$ cat src/rtl/wdt_pkg.sv
package wdt_pkg;
    localparam int DATA_W      = 16;
    localparam int ADDR_W      = 3;
    localparam int PRE_CODE_W  = 3;

    localparam logic [ADDR_W-1:0] OFS_CTRL = 3'd0;
    localparam logic [ADDR_W-1:0] OFS_LOAD = 3'd2;
    localparam logic [ADDR_W-1:0] OFS_MODE = 3'd4;

    localparam int CTRL_START_BIT = 7;
    localparam int CTRL_AUTO_BIT  = 8;
    localparam int CTRL_PRE_LSB   = 9;

    localparam logic [DATA_W-1:0] KEY_ARM     = 16'h00F5;
    localparam logic [DATA_W-1:0] KEY_CONFIRM = 16'h00A0;

    typedef enum logic {
        KEY_IDLE  = 1'b0,
        KEY_ARMED = 1'b1
    } key_state_e;

    typedef struct packed {
        logic       en;
        key_state_e st;
    } key_regs_t;
endpackage

$ cat src/rtl/wdt_prescaler.sv
module wdt_prescaler #(
    parameter int CODE_W = 3
) (
    input  logic              clk,
    input  logic              rst_n,
    input  logic              run_i,
    input  logic              restart_i,
    input  logic [CODE_W-1:0] code_i,
    output logic              tick_o
);
    localparam int PRE_W = (1 << CODE_W) - 1;

    logic [PRE_W-1:0] pre_d, pre_q;
    logic [PRE_W-1:0] lim;

    always_comb begin
        lim    = PRE_W'((32'd1 << code_i) - 32'd1);
        tick_o = run_i && (pre_q >= lim);
        pre_d  = pre_q;
        if (restart_i || !run_i) begin
            pre_d = '0;
        end else if (tick_o) begin
            pre_d = '0;
        end else begin
            pre_d = pre_q + 1'b1;
        end
    end

    always_ff @(posedge clk or negedge rst_n) begin
        if (!rst_n) pre_q <= '0;
        else        pre_q <= pre_d;
    end

    AST_NO_TICK_STOPPED: assert property (@(posedge clk) disable iff (!rst_n)
        !run_i |-> !tick_o) else $error("tick while stopped");
endmodule

$ cat src/rtl/wdt_keylock.sv
module wdt_keylock
    import wdt_pkg::*;
(
    input  logic              clk,
    input  logic              rst_n,
    input  logic              wr_i,
    input  logic              mode_sel_i,
    input  logic [DATA_W-1:0] wdata_i,
    output logic              enabled_o,
    output logic              armed_o
);
    key_regs_t r_d, r_q;

    always_comb begin
        r_d = r_q;
        if (wr_i) begin
            if (mode_sel_i) begin
                if (r_q.st == KEY_ARMED) begin
                    r_d.st = KEY_IDLE;
                    if (wdata_i == KEY_CONFIRM) r_d.en = 1'b0;
                    else if (wdata_i[DATA_W-1]) r_d.en = 1'b1;
                end else if (wdata_i == KEY_ARM) begin
                    r_d.st = KEY_ARMED;
                end else if (wdata_i[DATA_W-1]) begin
                    r_d.en = 1'b1;
                end
            end else begin
                r_d.st = KEY_IDLE;
            end
        end
    end

    always_ff @(posedge clk or negedge rst_n) begin
        if (!rst_n) r_q <= '{en: 1'b0, st: KEY_IDLE};
        else        r_q <= r_d;
    end

    assign enabled_o = r_q.en;
    assign armed_o   = (r_q.st == KEY_ARMED);

    AST_ENABLE_WRITE: assert property (@(posedge clk) disable iff (!rst_n)
        (wr_i && mode_sel_i && !armed_o && wdata_i[DATA_W-1]) |=> enabled_o)
        else $error("enable write ignored");
    AST_CONFIRM_DISABLES: assert property (@(posedge clk) disable iff (!rst_n)
        (wr_i && mode_sel_i && armed_o && wdata_i == KEY_CONFIRM) |=> !enabled_o)
        else $error("confirm did not disable");
    AST_FALL_NEEDS_KEY: assert property (@(posedge clk) disable iff (!rst_n)
        $fell(enabled_o) |-> $past(armed_o))
        else $error("disabled without key");
    AST_CANCEL_KEEPS_EN: assert property (@(posedge clk) disable iff (!rst_n)
        (wr_i && armed_o && enabled_o && !(mode_sel_i && wdata_i == KEY_CONFIRM))
        |=> (enabled_o && !armed_o))
        else $error("cancel misbehaved");
endmodule

$ cat src/rtl/wdt_counter.sv
module wdt_counter #(
    parameter int DATA_W = 16
) (
    input  logic              clk,
    input  logic              rst_n,
    input  logic              wr_any_i,
    input  logic              load_wr_i,
    input  logic [DATA_W-1:0] load_val_i,
    input  logic              tick_i,
    input  logic              auto_i,
    input  logic              en_i,
    output logic [DATA_W-1:0] count_o,
    output logic              irq_o,
    output logic              rst_req_o
);
    typedef struct packed {
        logic [DATA_W-1:0] count;
        logic [DATA_W-1:0] reload;
        logic              last_zero;
        logic              irq;
        logic              rst_req;
    } cnt_regs_t;

    cnt_regs_t c_d, c_q;

    always_comb begin
        c_d     = c_q;
        c_d.irq = 1'b0;
        if (load_wr_i) begin
            c_d.count     = load_val_i;
            c_d.reload    = load_val_i;
            c_d.last_zero = (load_val_i == '0);
            if (en_i && c_q.last_zero && load_val_i == '0) begin
                c_d.irq     = 1'b1;
                c_d.rst_req = 1'b1;
            end
        end else begin
            if (wr_any_i) c_d.last_zero = 1'b0;
            if (tick_i && c_q.count != '0) begin
                if (c_q.count == DATA_W'(1)) begin
                    c_d.irq     = 1'b1;
                    c_d.rst_req = 1'b1;
                    c_d.count   = auto_i ? c_q.reload : '0;
                end else begin
                    c_d.count = c_q.count - 1'b1;
                end
            end
        end
    end

    always_ff @(posedge clk or negedge rst_n) begin
        if (!rst_n) begin
            c_q <= '{count: '1, reload: '1, last_zero: 1'b0, irq: 1'b0, rst_req: 1'b0};
        end else begin
            c_q <= c_d;
        end
    end

    assign count_o   = c_q.count;
    assign irq_o     = c_q.irq;
    assign rst_req_o = c_q.rst_req;

    AST_RST_STICKY: assert property (@(posedge clk) disable iff (!rst_n)
        rst_req_o |=> rst_req_o) else $error("reset request dropped");
    AST_IRQ_WITH_RST: assert property (@(posedge clk) disable iff (!rst_n)
        irq_o |-> rst_req_o) else $error("irq without reset request");
    AST_HOLD_NO_TICK: assert property (@(posedge clk) disable iff (!rst_n)
        (!load_wr_i && !tick_i) |=> $stable(count_o)) else $error("count moved");
    AST_DEC_ONE: assert property (@(posedge clk) disable iff (!rst_n)
        (!load_wr_i && tick_i && count_o > DATA_W'(1)) |=> count_o == $past(count_o) - 1'b1)
        else $error("bad decrement");
    AST_EXPIRE_HOLD: assert property (@(posedge clk) disable iff (!rst_n)
        (!load_wr_i && tick_i && count_o == DATA_W'(1) && !auto_i) |=> (count_o == '0 && irq_o))
        else $error("expiry without hold");
    AST_LOAD_WINS: assert property (@(posedge clk) disable iff (!rst_n)
        load_wr_i |=> count_o == $past(load_val_i)) else $error("load lost");
endmodule

$ cat src/rtl/keyed_watchdog.sv
module keyed_watchdog
    import wdt_pkg::*;
(
    input  logic              clk,
    input  logic              rst_n,
    input  logic              bus_wr_i,
    input  logic [ADDR_W-1:0] bus_addr_i,
    input  logic [DATA_W-1:0] bus_wdata_i,
    output logic [DATA_W-1:0] bus_rdata_o,
    output logic              irq_o,
    output logic              rst_req_o
);
    localparam logic [DATA_W-1:0] CTRL_MASK =
        DATA_W'((((1 << PRE_CODE_W) - 1) << CTRL_PRE_LSB)
                | (1 << CTRL_AUTO_BIT) | (1 << CTRL_START_BIT));

    logic [DATA_W-1:0]     ctrl_d, ctrl_q;
    logic                  sel_ctrl, sel_load, sel_mode;
    logic                  load_wr, enabled, armed, run, tick;
    logic [PRE_CODE_W-1:0] pre_code;
    logic [DATA_W-1:0]     count;

    always_comb begin
        sel_ctrl = (bus_addr_i == OFS_CTRL);
        sel_load = (bus_addr_i == OFS_LOAD);
        sel_mode = (bus_addr_i == OFS_MODE);
        load_wr  = bus_wr_i && sel_load;
        ctrl_d   = ctrl_q;
        if (bus_wr_i && sel_ctrl) ctrl_d = bus_wdata_i & CTRL_MASK;
        pre_code = ctrl_q[CTRL_PRE_LSB +: PRE_CODE_W];
        run      = enabled && ctrl_q[CTRL_START_BIT];
    end

    always_ff @(posedge clk or negedge rst_n) begin
        if (!rst_n) ctrl_q <= '0;
        else        ctrl_q <= ctrl_d;
    end

    wdt_keylock u_key (
        .clk        (clk),
        .rst_n      (rst_n),
        .wr_i       (bus_wr_i),
        .mode_sel_i (sel_mode),
        .wdata_i    (bus_wdata_i),
        .enabled_o  (enabled),
        .armed_o    (armed)
    );

    wdt_prescaler #(.CODE_W(PRE_CODE_W)) u_pre (
        .clk       (clk),
        .rst_n     (rst_n),
        .run_i     (run),
        .restart_i (load_wr),
        .code_i    (pre_code),
        .tick_o    (tick)
    );

    wdt_counter #(.DATA_W(DATA_W)) u_cnt (
        .clk        (clk),
        .rst_n      (rst_n),
        .wr_any_i   (bus_wr_i),
        .load_wr_i  (load_wr),
        .load_val_i (bus_wdata_i),
        .tick_i     (tick),
        .auto_i     (ctrl_q[CTRL_AUTO_BIT]),
        .en_i       (enabled),
        .count_o    (count),
        .irq_o      (irq_o),
        .rst_req_o  (rst_req_o)
    );

    always_comb begin
        bus_rdata_o = '0;
        if (sel_ctrl) begin
            bus_rdata_o = ctrl_q;
        end else if (sel_load) begin
            bus_rdata_o = count;
        end else if (sel_mode) begin
            bus_rdata_o[DATA_W-1] = enabled;
            bus_rdata_o[0]        = armed;
        end
    end

    AST_CTRL_MASKED: assert property (@(posedge clk) disable iff (!rst_n)
        (ctrl_q & ~CTRL_MASK) == '0) else $error("control stray bits");
    AST_STOP_HOLDS: assert property (@(posedge clk) disable iff (!rst_n)
        (!run && !load_wr) |=> $stable(count)) else $error("count moved while stopped");
endmodule

$ cat config.mk
export PLATFORM = sky130hd
export DESIGN_NAME = keyed_watchdog
export DESIGN_NICKNAME = d
export VERILOG_FILES = /design/src/rtl/wdt_pkg.sv /design/src/rtl/wdt_prescaler.sv /design/src/rtl/wdt_keylock.sv /design/src/rtl/wdt_counter.sv /design/src/rtl/keyed_watchdog.sv
export SDC_FILE = /design/constraint.sdc
export NUM_CORES = 1
export LEC_CHECK = 0
export ABC_CLOCK_PERIOD_IN_PS = 2280
export BUFFER_PORTS_ARGS = -buffer_cell sky130_fd_sc_hd__buf_4
export CAP_MARGIN = 20
export CORE_ASPECT_RATIO = 1.1
export CORE_MARGIN = 1
export CORE_UTILIZATION = 53
export CTS_CLUSTER_SIZE = 40
export DETAILED_ROUTE_END_ITERATION = 8
export GPL_TIMING_DRIVEN = 0
export PLACE_DENSITY = 0.77
export SLEW_MARGIN = 20
export SYNTH_ARGS = -nofsm -noshare
export SYNTH_HDL_FRONTEND = slang
export SYNTH_SLANG_ARGS = --single-unit
$ cat constraint.sdc
create_clock -name clk -period 2.28 [get_ports clk]
set_input_delay 0.228 -clock clk [delete_from_list [all_inputs] [get_ports clk]]
set_output_delay 0.228 -clock clk [all_outputs]
set_load 0.005 [all_outputs]
== After elaboration in Yosys (flattened, before gate mapping) ==
Cells that the tools add are included.

* Eq/ne operators: 7
* Shift-type cells: 1
* Mux-type cells: 23
* Order comparisons: 1
* Add/sub/neg operators: 3
* Reduce and logical (&&, ||, !) cells: 17

{| class="wikitable"
|+ Operators by type and width
! cell !! number
|-
| 16-bit two-way mux || 5
|-
| 16-bit by 8-bit == test with 1-bit output (second input constant) || 2
|-
| 16-bit by 1-bit == test with 1-bit output (second input constant) || 1
|-
| 16-bit zero test || 1
|-
| 16-bit nonzero test || 1
|-
| 16-bit by 1-bit subtractor with 16-bit output (second input constant) || 1
|-
| 14-bit two-way mux || 1
|-
| 7-bit two-way mux || 2
|-
| 1-bit two-way mux || 10
|-
| 2-bit two-way mux || 4
|-
| 7-bit by 1-bit adder with 7-bit output (second input constant) || 1
|-
| 7-bit greater-or-equal comparator || 1
|-
| 1-bit logical AND || 7
|-
| 1-bit by 3-bit << shifter with 7-bit output (first input constant) || 1
|-
| 7-bit by 1-bit subtractor with 7-bit output (second input constant) || 1
|-
| 3-bit AND reduction || 2
|-
| 2-bit nonzero test || 3
|-
| 2-bit by 1-bit inequality test with 1-bit output (second input constant) || 2
|-
| 3-bit by 2-bit == test with 1-bit output (second input constant) || 1
|-
| 3-bit == test (second input constant) || 1
|-
| 3-bit zero test || 1
|-
| 3-bit two-way mux || 1
|-
| 1-bit zero test || 1
|-
| 1-bit logical OR || 1
|}

* Register bits: 49
* Logic and storage cells: 61

== Longest topological paths before layout ==
* Word-level depth: 7
* Mapped depth: 8
* Gate-level depth less buffers: 7

== Hierarchy ==
From an unflattened synthesis, not the netlist that was laid out.

* Cells, all modules: 355
* Area total of the unflattened synthesis: 3,291.9 um2

{| class="wikitable"
|+ Modules (own cells, without submodules)
! module !! area an instance (um2) !! cells an instance !! times used !! seq. area each (um2)
|-
| wdt_counter || 2,213.4 || 244 || 1 || 915.9
|-
| wdt_prescaler || 516.7 || 52 || 1 || 175.2
|-
| keyed_watchdog || 426.7 || 43 || 1 || 125.1
|-
| wdt_keylock || 135.1 || 16 || 1 || 50.0
|}

== Worst setup path before layout ==
OpenSTA, ideal clock, no wires.

* Kind: register to register
* Start: register ctrl_q[10]
* End: register u_pre.pre_q[2]
* Setup slack: -0.230 ns
* Period minus slack after synthesis: 2.510 ns
* Arrival time: 2.438 ns
* Cell stages (with the launch flop): 9
* Setup time: 0.072 ns
* Buffers on the path: 1
* Data required time: 2.208 ns
* Path through: dfrtp_1 -> or3_1 -> ha_1 -> nand2b_1 -> a2111oi_0 -> o31ai_1 -> or2_0 -> clkbuf_1 -> nor2_1

* Cells in the longest elaborated chain, start to end: 6

{| class="wikitable"
|+ Ends and longest elaborated chain
! what !! line !! RTL
|-
| from (decl) || keyed_watchdog.sv:17 || <nowiki>logic [DATA_W-1:0] ctrl_d, ctrl_q;</nowiki>
|-
| from (signal assigned) || keyed_watchdog.sv:36 || <nowiki>else ctrl_q <= ctrl_d;</nowiki>
|-
| 1-bit by 3-bit << shifter with 7-bit output || wdt_prescaler.sv:17 || <nowiki>lim = PRE_W'((32'd1 << code_i) - 32'd1);</nowiki>
|-
| 7-bit by 1-bit subtractor with 7-bit output || wdt_prescaler.sv:17 ||
|-
| 7-bit greater-or-equal comparator || wdt_prescaler.sv:18 || <nowiki>tick_o = run_i && (pre_q >= lim);</nowiki>
|-
| 1-bit logical AND || wdt_prescaler.sv:18 ||
|-
| 7-bit two-way mux || wdt_prescaler.sv:22 || <nowiki>end else if (tick_o) begin</nowiki>
|-
| 7-bit two-way mux || wdt_prescaler.sv:20 || <nowiki>if (restart_i || !run_i) begin</nowiki>
|-
| named net u_pre.pre_d[2] || wdt_prescaler.sv:13 || <nowiki>logic [PRE_W-1:0] pre_d, pre_q;</nowiki>
|-
| to (signal assigned) || wdt_prescaler.sv:31 || <nowiki>else pre_q <= pre_d;</nowiki>
|-
| to (decl) || wdt_prescaler.sv:13 ||
|}

The timed path passes the listed nets, and every way through them passes these cells.
A chain may end at the register's enable or synchronous reset.

== Worst setup path after layout ==
* Start: register ctrl_q[10]
* End: register u_cnt.c_q, in the netlist u_cnt.count_o[15]

* Cells in the longest elaborated chain, start to end: 6

{| class="wikitable"
|+ Ends and longest elaborated chain
! what !! line !! RTL
|-
| 1-bit by 3-bit << shifter with 7-bit output || wdt_prescaler.sv:17 ||
|-
| 7-bit by 1-bit subtractor with 7-bit output || wdt_prescaler.sv:17 ||
|-
| 7-bit greater-or-equal comparator || wdt_prescaler.sv:18 ||
|-
| 1-bit logical AND || wdt_prescaler.sv:18 ||
|-
| 1-bit logical AND || wdt_counter.sv:39 || <nowiki>if (tick_i && c_q.count != '0) begin</nowiki>
|-
| 2-bit nonzero test (no source line) || - ||
|-
| to (signal assigned) || wdt_counter.sv:53 || <nowiki>c_q <= '{count: '1, reload: '1, last_zero: 1'b0, irq: 1'b0, rst_req: 1'b0};</nowiki>
|-
| to (decl) || wdt_counter.sv:24 || <nowiki>cnt_regs_t c_d, c_q;</nowiki>
|}

No other way between the ends.

==> results_dict.tcl <==
set metrics [dict create \
    outcome "finished, violations left" \
    failed_checks "negative setup slack" \
    worstSkewPairLatency_ns 0.31 \
    tightest_slew_ns 0.657 \
    synthesis.area_mm2 0.00314 \
    final_core_utilization_pct 69.5 \
    path_cells "or3_1 -> ha_1 -> nand2b_4 -> a2111oi_4 -> o31ai_4 -> buf_6 -> o2111a_1 -> a31oi_1" \
    max_stage_delay_ns 0.42 \
    hp-start "bus_wdata_i[4]" \
    drt_pass1_iterations 6 \
    crit_fanout 6 \
    cts-root-buf "sky130_fd_sc_hd__clkbuf_8" \
    synth_top_flop_cell "sky130_fd_sc_hd__dfstp_2" \
    p_leak_nw 1.69 \
    core_mm2 0.00573 \
    post_synth_inst_count 357 \
    initial_standard_cell_utilization_of_the_core_pct 54.8 \
    grt.total_usage_pct 33.4 \
    synth_top_family_by_area "simple AND/OR/NAND/NOR gates" \
    min_path_type "input port to flop" \
    antenna_violations_before_repair 0 \
    core.rowCount 29 \
    post-route-min-period_ns 2.34 \
    floorplan.die.width_um 75.4 \
    timing.hold.worst_endpoint "u_cnt.c_q[7]$_DFFE_PN1P_" \
    total_number_of_nets_in_the_final_design 444 \
    final_critical_path_setup_slack_ns -0.0622 \
    cts_max_path_buffers 2 \
    ios 40 \
    holdPathStages 3 \
    totalWireLength_um 9690 \
    power_per_standard_cell_area_mw_per_mm2 915 \
    ctsHtreeMaxLevel 2 \
    rsz0062_at_grt "true" \
    slew_violations 0 \
    dp.final_hpwl_um 6750 \
    yosys.area.top_type "sky130_fd_sc_hd__dfstp_2" \
    first_global_vias 2957 \
    wl_per_cell_um 19.8 \
    drt-initial-drc-count 338 \
    timing.critical_path.arrival_ns 2.57 \
    ir_drop_mv 0.537 \
    die_area_mm2 0.00624 \
    tritoncts_num_sinks 49 \
    antenna_cells 0 \
    yosys.cell_count.top_type "sky130_fd_sc_hd__nand2_1" \
    yosys.area_share.xor_xnor_pct 3.35 \
    vias 3109 \
    drc_errors 0 \
    pin_count_of_the_biggest_net_entering_global_routing 50 \
    finalSetupViolCount 15 \
    residual_antenna_violating_net_count_after_detailed_routing 0 \
    critical_path_class "flop to flop" \
    share_of_synthesized_cell_area_in_full_adder_half_adder_and_majority_cells_pct 3.99 \
    synth_nets 389 \
    first_pass_grt_wire_length_um 15100 \
    die_h_um 82.7 \
    period_share_pct 103 \
    worst-r2r-setup-slack_ns -0.06 \
    cts.reportedPaths.clkPinSlew_ns 0.10 \
    timing.critical_path.from_type "flop" \
    synthTopCellsByCount "49 x sky130_fd_sc_hd__nand2_1, 32 x sky130_fd_sc_hd__dfstp_2, 30 x sky130_fd_sc_hd__nor2_1, 18 x sky130_fd_sc_hd__inv_1, 18 x sky130_fd_sc_hd__o211ai_1" \
    syn_area_per_cell_um2 8.79 \
    synth.area.top_cells "sky130_fd_sc_hd__dfstp_2 27%, sky130_fd_sc_hd__dfrtp_1 14%, sky130_fd_sc_hd__nand2_1 5.9%, sky130_fd_sc_hd__o211ai_1 4.3%, sky130_fd_sc_hd__ha_1 4.0%" \
    r2r.worst_path.cells 8 \
    hold-worst-slack_ns 0.132 \
    synth_compound_area_share_pct 16.6 \
    tritoncts.num_buffers 5 \
    post-layout-total-power_mw 3.64 \
    gpl.final_weighted_congestion 0.951 \
    drive_gt1_share_pct 35.4 \
    synth_to_layout_area_growth_pct 26.9 \
    r2r-start "ctrl_q[10]$_DFFE_PN0P_" \
    yosysWarningCount 0 \
    report.final.hold_viol_count 0 \
    postLayoutCellArea_mm2 0.00398 \
    fill_cells 490 \
    synth.yosys.seq_area_share_pct 40.3 \
    ys_seq_elements 49 \
    synthSimpleGateAreaFrac_pct 27.4 \
    worst_clock_skew_ns 0.00825 \
    max_cap_viol_count 0 \
    postSynth.asyncResetShare_pct 100 \
    required_ns 2.51 \
    max_freq_mhz 427 \
    worstReg2RegEnd "u_cnt.count_o[15]$_DFFE_PN1P_" \
    synth_edf_count 0 \
    vias_per_cell 6.34 \
    io_buffers 39 \
    muxShareOfSynthArea_pct 3.03 \
    grt.overflow.total 0 \
    critical_path.slowest_cell "sky130_fd_sc_hd__dfrtp_2" \
    yosys.area.top_type_share_pct 26.8 \
    clock_tree_from_tritoncts "built" \
    slew_headroom_pct 55.8 \
    yosys.cell_types.count 60 \
    place_area_mm2 0.00356 \
    crit_path_end_kind "flop" \
]
## per-stage QoR
step	setup WS, ns	setup TNS [ns]	instances
final	-0.0622	-0.391	490
after floorplan	0.00468	0	357
after global routing	-0.134	-2.15	490
after CTS	-0.139	-1.85	488
after detailed placement	-0.369	-6.95	473
after global placement	-0.376	-6.43	473
## timing repair
action / CTS / global route
resized for setup: 23 / 25
pin swaps: 11 / 20
setup buffers: 8 / 4
setup endpoints to repair: 25 / 25
endpoints found under the hold margin: 17 / 0
hold buffers: 1 / 0
## cell type report
| class | instances | area, um2 | share of cell area [%] |
|---|---|---|---|
| repair buffers | 52 | 408 | 10.2 |
| inverters | 18 | 67.6 | 1.70 |
| plain buffers | 15 | 85.1 | 2.14 |
| clock buffers | 7 | 86.3 | 2.17 |
| multi-input cells | 271 | 1940 | 48.7 |
| flip-flops and latches | 49 | 1270 | 31.9 |
| well taps | 77 | 96.3 | 2.42 |
| clock inverters | 1 | 30.0 | 0.754 |
## cells in the final DEF (no fill, tap or decap), drive strengths merged, types with 2 or more instances in the layout
cell,instances
mux2i,5
and3,16
xnor2,7
a31oi,5
xor2,5
nor2,30
nor4,13
clkbuf,17
nor4b,2
ha,10
a2111oi,2
a21o,2
inv,18
nand3,14
nor2b,2
dfrtp,17
or4,9
buf,56
o211ai,18
dfstp,32
o21ai,11
a22oi,3
o221ai,2
nand2,49
nand2b,2
mux2,4
or2,3
a31o,3
nor3,13
a21oi,14
nand4,3
or3,5
o41ai,2
## cell families (layout without fill, tap and decap cells)
family | after synthesis | in the layout
buffers and inverters | 37 | 93
adders and majority gates | 10 | 10
AOI/OAI and AO/OA | 74 | 74
muxes | 9 | 9
DFF | 49 | 49
xor gates and xnor gates | 12 | 12
and+or+nand+nor | 166 | 166
## power breakdown
group	internal [mW]	switching [mW]
Clock	0.358	0.303
Combinational	0.678	0.863
Sequential	1.18	0.257
## worst max-delay path by stage
stage                                            start                            end  slack (ns)  cells past startpoint
after detailed placement  u_cnt.count_o[0]$_DFFE_PN1P_  u_cnt.count_o[14]$_DFFE_PN1P_       -0.37                      8
final                           ctrl_q[10]$_DFFE_PN0P_  u_cnt.count_o[15]$_DFFE_PN1P_       -0.06                      8
after CTS                       ctrl_q[10]$_DFFE_PN0P_   u_cnt.count_o[4]$_DFFE_PN1P_       -0.14                      8
after global placement    u_cnt.count_o[0]$_DFFE_PN1P_  u_cnt.count_o[14]$_DFFE_PN1P_       -0.38                      8
after global routing            ctrl_q[10]$_DFFE_PN0P_  u_cnt.count_o[15]$_DFFE_PN1P_       -0.13                      8
after floorplan                 ctrl_q[10]$_DFFE_PN0P_       u_pre.pre_q[2]$_DFF_PN0_       0.005                      8
## flip-flops by register name, indices dropped and copies added, names as in the netlist
register         cells
u_cnt.c_q           17
u_pre.pre_q          7
u_cnt.count_o       16
u_key.enabled_o      1
ctrl_q               5
u_key.armed_o        1
u_cnt.rst_req_o      1
u_cnt.irq_o          1
## layer usage
layer | vias to the layer above | wire length (um) | GRT usage, %
met2 | 165 | 4590 | 52.5
met1 | 1489 | 3850 | 44.2
li1 | 1417 | - | -
met3 | 38 | 855 | 6.31
met4 | 0 | 391 | 15.7
met5 | - | 0 | 0
## worst max-delay path, delay by kind of cell, from the launching register on
kind	cells	cell delay, ns
buf+inv	1	0.18
compound gates	4	0.86
simple gates	2	0.52
flops	1	0.42
fa+ha+maj	1	0.28
Power figures use the tool's default switching activity.
